## src/rtl/uart_tx_pkg.sv

```systemverilog
package uart_tx_pkg;

    localparam int DW = 9;

    typedef enum logic [2:0] {
        S_OFF,
        S_IDLE,
        S_READY,
        S_START,
        S_DATA,
        S_STOP,
        S_BRK_LOW,
        S_BRK_STOP
    } tx_state_e;

    function automatic logic [3:0] nbits_of(input logic [1:0] sel);
        unique case (sel)
            2'b01:   return 4'd9;
            2'b10:   return 4'd7;
            default: return 4'd8;
        endcase
    endfunction

endpackage

```

## src/rtl/uart_tx_timer.sv

```systemverilog
module uart_tx_timer #(
    parameter int CW = 8
) (
    input  logic          clk,
    input  logic          rst_n,
    input  logic          clear,
    input  logic          tick,
    input  logic [CW-1:0] len,
    output logic          done
);

    logic [CW-1:0] phase;

    assign done = tick && !clear && (phase == len - CW'(1));

    always_ff @(posedge clk or negedge rst_n) begin
        if (!rst_n) begin
            phase <= '0;
        end else if (clear) begin
            phase <= '0;
        end else if (tick) begin
            phase <= done ? '0 : phase + CW'(1);
        end
    end

endmodule

```

## src/rtl/uart_tx_framer.sv

```systemverilog
module uart_tx_framer
    import uart_tx_pkg::*;
(
    input  logic [DW-1:0] data,
    input  logic [3:0]    nbits,
    input  logic          par_en,
    output logic [DW-1:0] word
);

    logic par_bit;

    always_comb begin
        par_bit = 1'b0;
        for (int i = 0; i < DW; i++) begin
            if (i < int'(nbits) - 1) par_bit = par_bit ^ data[i];
        end
        for (int i = 0; i < DW; i++) begin
            word[i] = (par_en && (i == int'(nbits) - 1)) ? par_bit : data[i];
        end
    end

endmodule

```

## src/rtl/uart_tx_engine.sv

```systemverilog
module uart_tx_engine
    import uart_tx_pkg::*;
#(
    parameter int OSR = 16
) (
    input  logic          clk,
    input  logic          rst_n,
    input  logic          tx_en,
    input  logic [1:0]    wlen_sel,
    input  logic [1:0]    stop_sel,
    input  logic          par_en,
    input  logic [DW-1:0] din,
    input  logic          din_valid,
    output logic          din_ready,
    input  logic          brk_req,
    input  logic          tick16,
    output logic          txd
);

    localparam int CW = $clog2(OSR * (DW + 3) + 1);
    localparam logic [CW-1:0] BIT_T  = CW'(OSR);
    localparam logic [CW-1:0] HALF_T = CW'(OSR / 2);

    tx_state_e     state, state_nx;
    logic [3:0]    nb_q;
    logic [1:0]    stop_q;
    logic [DW-1:0] word_q, word_nx;
    logic [3:0]    bit_idx;
    logic          brk_q, brk_pend, brk_edge, brk_go;
    logic [CW-1:0] stop_t, seg_len;
    logic          seg_done, tmr_clear;

    assign brk_edge  = tx_en && brk_req && !brk_q;
    assign brk_go    = brk_pend || brk_edge;
    assign tmr_clear = (state == S_OFF) || (state == S_READY);

    uart_tx_framer u_framer (
        .data   (din),
        .nbits  (nbits_of(wlen_sel)),
        .par_en (par_en),
        .word   (word_nx)
    );

    uart_tx_timer #(.CW(CW)) u_timer (
        .clk   (clk),
        .rst_n (rst_n),
        .clear (tmr_clear),
        .tick  (tick16),
        .len   (seg_len),
        .done  (seg_done)
    );

    always_comb begin
        unique case (stop_q)
            2'b00:   stop_t = BIT_T;
            2'b01:   stop_t = HALF_T;
            2'b10:   stop_t = BIT_T + BIT_T;
            default: stop_t = BIT_T + HALF_T;
        endcase
    end

    always_comb begin
        unique case (state)
            S_IDLE:     seg_len = BIT_T * (CW'(nb_q) + CW'(1)) + stop_t;
            S_STOP:     seg_len = stop_t;
            S_BRK_LOW:  seg_len = BIT_T * (CW'(nb_q) + CW'(2));
            S_BRK_STOP: seg_len = BIT_T + BIT_T;
            default:    seg_len = BIT_T;
        endcase
    end

    // Next-state logic
    always_comb begin
        state_nx = state;
        if (!tx_en) begin
            state_nx = S_OFF;
        end else begin
            unique case (state)
                S_OFF:      state_nx = S_IDLE;
                S_IDLE:     if (seg_done) state_nx = S_READY;
                S_READY: begin
                    if (brk_go)         state_nx = S_BRK_LOW;
                    else if (din_valid) state_nx = S_START;
                end
                S_START:    if (seg_done) state_nx = S_DATA;
                S_DATA:     if (seg_done && bit_idx == nb_q - 4'd1) state_nx = S_STOP;
                S_STOP:     if (seg_done) state_nx = S_READY;
                S_BRK_LOW:  if (seg_done) state_nx = S_BRK_STOP;
                S_BRK_STOP: if (seg_done) state_nx = S_READY;
                default:    state_nx = S_OFF;
            endcase
        end
    end

    // State register
    always_ff @(posedge clk or negedge rst_n) begin
        if (!rst_n) state <= S_OFF;
        else        state <= state_nx;
    end

    // Frame capture, bit position and break queue
    always_ff @(posedge clk or negedge rst_n) begin
        if (!rst_n) begin
            nb_q     <= 4'd8;
            stop_q   <= 2'b00;
            word_q   <= '0;
            bit_idx  <= '0;
            brk_q    <= 1'b0;
            brk_pend <= 1'b0;
        end else begin
            brk_q <= brk_req;
            if (!tx_en)                           brk_pend <= 1'b0;
            else if (state == S_READY && brk_go)  brk_pend <= 1'b0;
            else if (brk_edge)                    brk_pend <= 1'b1;

            if (state == S_OFF && tx_en) begin
                nb_q   <= nbits_of(wlen_sel);
                stop_q <= stop_sel;
            end else if (state == S_READY && tx_en) begin
                if (brk_go) begin
                    nb_q <= nbits_of(wlen_sel);
                end else if (din_valid) begin
                    nb_q   <= nbits_of(wlen_sel);
                    stop_q <= stop_sel;
                    word_q <= word_nx;
                end
            end

            if (state == S_START)                 bit_idx <= '0;
            else if (state == S_DATA && seg_done) bit_idx <= bit_idx + 4'd1;
        end
    end

    // Outputs
    always_comb begin
        din_ready = (state == S_READY) && tx_en && !brk_go;
        unique case (state)
            S_START, S_BRK_LOW: txd = 1'b0;
            S_DATA:             txd = word_q[bit_idx];
            default:            txd = 1'b1;
        endcase
    end

endmodule

```

## config.mk

```make
export PLATFORM = sky130hd
export DESIGN_NAME = uart_tx_engine
export DESIGN_NICKNAME = d
export VERILOG_FILES = /design/src/rtl/uart_tx_pkg.sv /design/src/rtl/uart_tx_timer.sv /design/src/rtl/uart_tx_framer.sv /design/src/rtl/uart_tx_engine.sv
export SDC_FILE = /design/constraint.sdc
export NUM_CORES = 1
export LEC_CHECK = 0
export BUFFER_PORTS_ARGS = -buffer_cell sky130_fd_sc_hd__buf_2
export CAP_MARGIN = 0
export CORE_ASPECT_RATIO = 0.75
export CORE_MARGIN = 1.5
export CORE_UTILIZATION = 37
export DETAILED_ROUTE_END_ITERATION = 10
export PLACE_DENSITY_LB_ADDON = 0.25
export SLEW_MARGIN = 20
export SYNTH_ARGS = -nofsm -noshare
export SYNTH_HDL_FRONTEND = slang
export SYNTH_HIERARCHICAL = 1
export SYNTH_SLANG_ARGS = --single-unit
```

## constraint.sdc

```tcl
create_clock -name clk -period 4.2 [get_ports clk]
set_input_delay 0 -clock clk [delete_from_list [all_inputs] [get_ports clk]]
set_output_delay 0 -clock clk [all_outputs]
set_load 0.03 [all_outputs]
```

==> flow_summary_export.csv <==
group,metric,value,unit
drt,viasPerCell,5.11,
timing,finalSetupTns,0,ps
drt,firstDrtPassIters,4,
floorplanning,core,7470,sq um
setup_path,path_max_fanout,5,
logic_synthesis,synth_cell_types,65,
power_and_ir_drop,ir_worst_vdd,225,uV
logic_synthesis,synth_top_flop_cell,"dfrtp_1",
placement,routabilityCongestion,0.923,
setup_path,end_kind,"register",
timing,final-max-slew-violation-count,0,
power_and_ir_drop,p_per_area,340,nW/um^2
setup_path,slowest_delay,430,ps
timing,max_freq,0.261,GHz
setup_path,worst_setup_path_start_kind,"register",
logic_synthesis,async_reset_ff_share,100,%
drt,route.detailed.drc,0,
drt,routed_wl,6450,um
clock_network,clk_latency,280,ps
global_routing,grt_usage,16.5,%
logic_synthesis,synth_area_leaders,"dfrtp_1 (26%), ha_1 (8.2%), xor2_1 (5.5%)",
cells_and_area,fill_cells,730,
setup_path,crit_top_cell,"ha_1",
global_routing,grt_antenna_before_repair,0,
timing,rsz0062_at_grt,"no",
setup_path,critPathTopFamily,"compound AO/OA/AOI/OAI gates",
timing,fin_crit_sh,91.3,%
setup_path,slowest_stage,"dfrtp_1",
hold_path,min_path_type,"in2reg",
placement,post-place-cells,443,
cells_and_area,num_antenna_cells,0,
floorplanning,ios,22,
logic_synthesis,synth_top_cells_by_count,"dfrtp_1 (30), nor2_1 (24), nand2_1 (22)",
placement,io_buffers,21,
global_routing,grt_pass1_vias,2137,
timing,slew_headroom,51.8,%
logic_synthesis,yosysMostFrequentCell,"dfrtp_1",
cells_and_area,final_cells,455,
power_and_ir_drop,leakagePower,0.00145,uW
clock_network,path_clk_slew,80,ps
logic_synthesis,yosys.area.top_type,"dfrtp_1",
drt,drt_iter0_markers,133,
floorplanning,die_x,105,um
logic_synthesis,synth_edf_count,0,
setup_path,crit_type,"reg2reg",
global_routing,grt_pass1_wl,10900,um
timing,holdWs,-1.02,ps
floorplanning,initial_core_util,38.7,%
timing,hold_viol_final,1,
clock_network,clockBufferDepth,2,
floorplanning,die-area,8350,sq um
power_and_ir_drop,p_total,1120,uW
logic_synthesis,syn_area,2890,sq um
clock_network,htreeDepth,2,
drt,vias,2327,
drt,wl_per_cell,14.2,um
logic_synthesis,synthCells,318,
floorplanning,dieHeight,79.5,um
clock_network,cts_made_buffers,5,
logic_synthesis,yosysSeqAreaShare,26.9,%
clock_network,root_buffer,"clkbuf_8",
timing,setup_viol,0,
setup_path,crit_arrival,4040,ps
setup_path,cp.required,4400,ps
cells_and_area,area_growth,13.7,%
logic_synthesis,yosys.area.top_type_share,26.0,%
clock_network,cts_sinks,31,
cells_and_area,drive_gt1_share,20.3,%
timing,tightest_slew,723,ps
run_status,violations,"negative hold slack",
global_routing,overflow,0,
run_status,status,"finished with violations",
timing,fin_skew,11.1,ps
setup_path,crit_buf_inv,1,
cells_and_area,nets,393,
logic_synthesis,ys_ff_latch,31,
logic_synthesis,ys.warnings.count,6,
floorplanning,rows,27,
run,maxCapViolations,0,
setup_path,crit_chain,"inv_1 > ha_1 > ha_1 > a21o_1 > nand2_1 > xnor2_1 > o22ai_1 > xor2_1 > o211a_1 > o21ai_1 > a211oi_1 > nor3b_2 > nand4_1 > or4_1 > a21oi_1",
drt,ant_nets,0,
logic_synthesis,syn_avg_cell_area,9.08,sq um
timing,finalCriticalPeriod,3830,ps
clock_network,cts_tree,"yes",
placement,dp_hpwl,5010,um
global_routing,grt_max_degree,32,
## kinds of logic after synthesis
family,synth area share [%]
AND/OR/NAND/NOR,20.6
AO/OA/AOI/OAI,14.9
buffers and inverters,5.11
XOR/XNOR,10.5
flip-flops,26.9
multiplexers,12.8
adder cells (fa/ha/maj),8.93
other,0.130
## placed cells by master, fill, tap and decap left out, drive strengths merged, types with 2 or more instances in the layout
cell         netlist  routed
nand2b             3       3
o211a              3       3
clkbuf             8       6
nor3b              5       5
dlygate4sd3        0       4
xnor2             14      14
nor3              15      15
ha                19      19
mux2              22      22
a31oi              2       2
nand2             23      23
a21oi             17      17
nand3             11      11
inv               21      21
or3                3       3
o211ai             2       2
mux2i              4       4
dfrtp             30      30
o2111ai            2       2
nor4b              2       2
nor2b              4       4
a21boi             2       2
o21ai             20      20
nor2              25      25
a21o               2       2
nand3b             4       4
a32oi              2       2
nand4              4       4
mux4               2       2
buf                5      24
conb               1      14
o221ai             2       2
or3b               2       2
xor2              18      18
## routing by layer
layer  part of all wire (%)  up-vias  global-route usage [%]
met1                     55     1096                    26.4
li1                       -     1177                       -
met4                   0.37        0                    2.60
met3                    4.6        2                    3.27
met5                      0        -                       0
met2                     40       52                    22.5
## registers in the layout (all words and copies together), names as in the netlist
register and cells:
u_timer/phase 8, stop_q 2, state 3, bit_idx 4, word_q 9, brk_pend 1, nb_q 3, brk_q 1
## metrics by stage
step / util [%] / area (sq um) / worst slack (ps)
after floorplan: - / 2940 / 508
after global placement: 41.8 / 3120 / 343
after detailed placement: 41.8 / 3120 / 107
after CTS: 43.9 / 3280 / 78.1
after global routing: 44.0 / 3280 / 107
final: 44.0 / 3280 / 366
## worst register-to-register path, delay by kind of cell (launching register included)
family | cells | cell delay (ps)
and+or+nand+nor | 4 | 1030
DFF | 1 | 430
adders and majority gates | 2 | 660
AOI/OAI and AO/OA | 6 | 1170
buffers and inverters | 1 | 120
xor gates and xnor gates | 2 | 350
## path summary, 6_finish.rpt
path	to	slack, ps	from	depth (start not counted)
min	brk_pend	-1	tx_en	3
min reg2reg	word_q[7]	510	word_q[7]	1
max	bit_idx[3]	370	nb_q[0]	15
min in group asynchronous	brk_q	310	rst_n	2
max in group asynchronous	bit_idx[3]	3420	rst_n	2
max reg2reg	bit_idx[3]	370	nb_q[0]	15
## where the power goes
part,total (uW),internal [uW],switching [uW]
logic,443,194,249
clock network,310,192,118
registers,365,325,39.7
## repair_timing
action,CTS,global route
resized for setup,0,2
hold buffers,4,0
endpoints found under the hold margin,33,0
endpoints found under the setup margin,0,7
buffers inserted,0,0
## layout make-up
class | instances | area (sq um) | share of cell area (%)
Clock inverter | 2 | 35.0 | 1.07
Clock buffer | 6 | 82.6 | 2.51
Sequential cell | 31 | 777 | 23.7
Timing Repair Buffer | 28 | 168 | 5.10
Inverter | 21 | 78.8 | 2.40
Multi-Input combinational cell | 266 | 2020 | 61.4
Tap cell | 101 | 126 | 3.85
No activity file was read; power rests on OpenSTA's default activity.
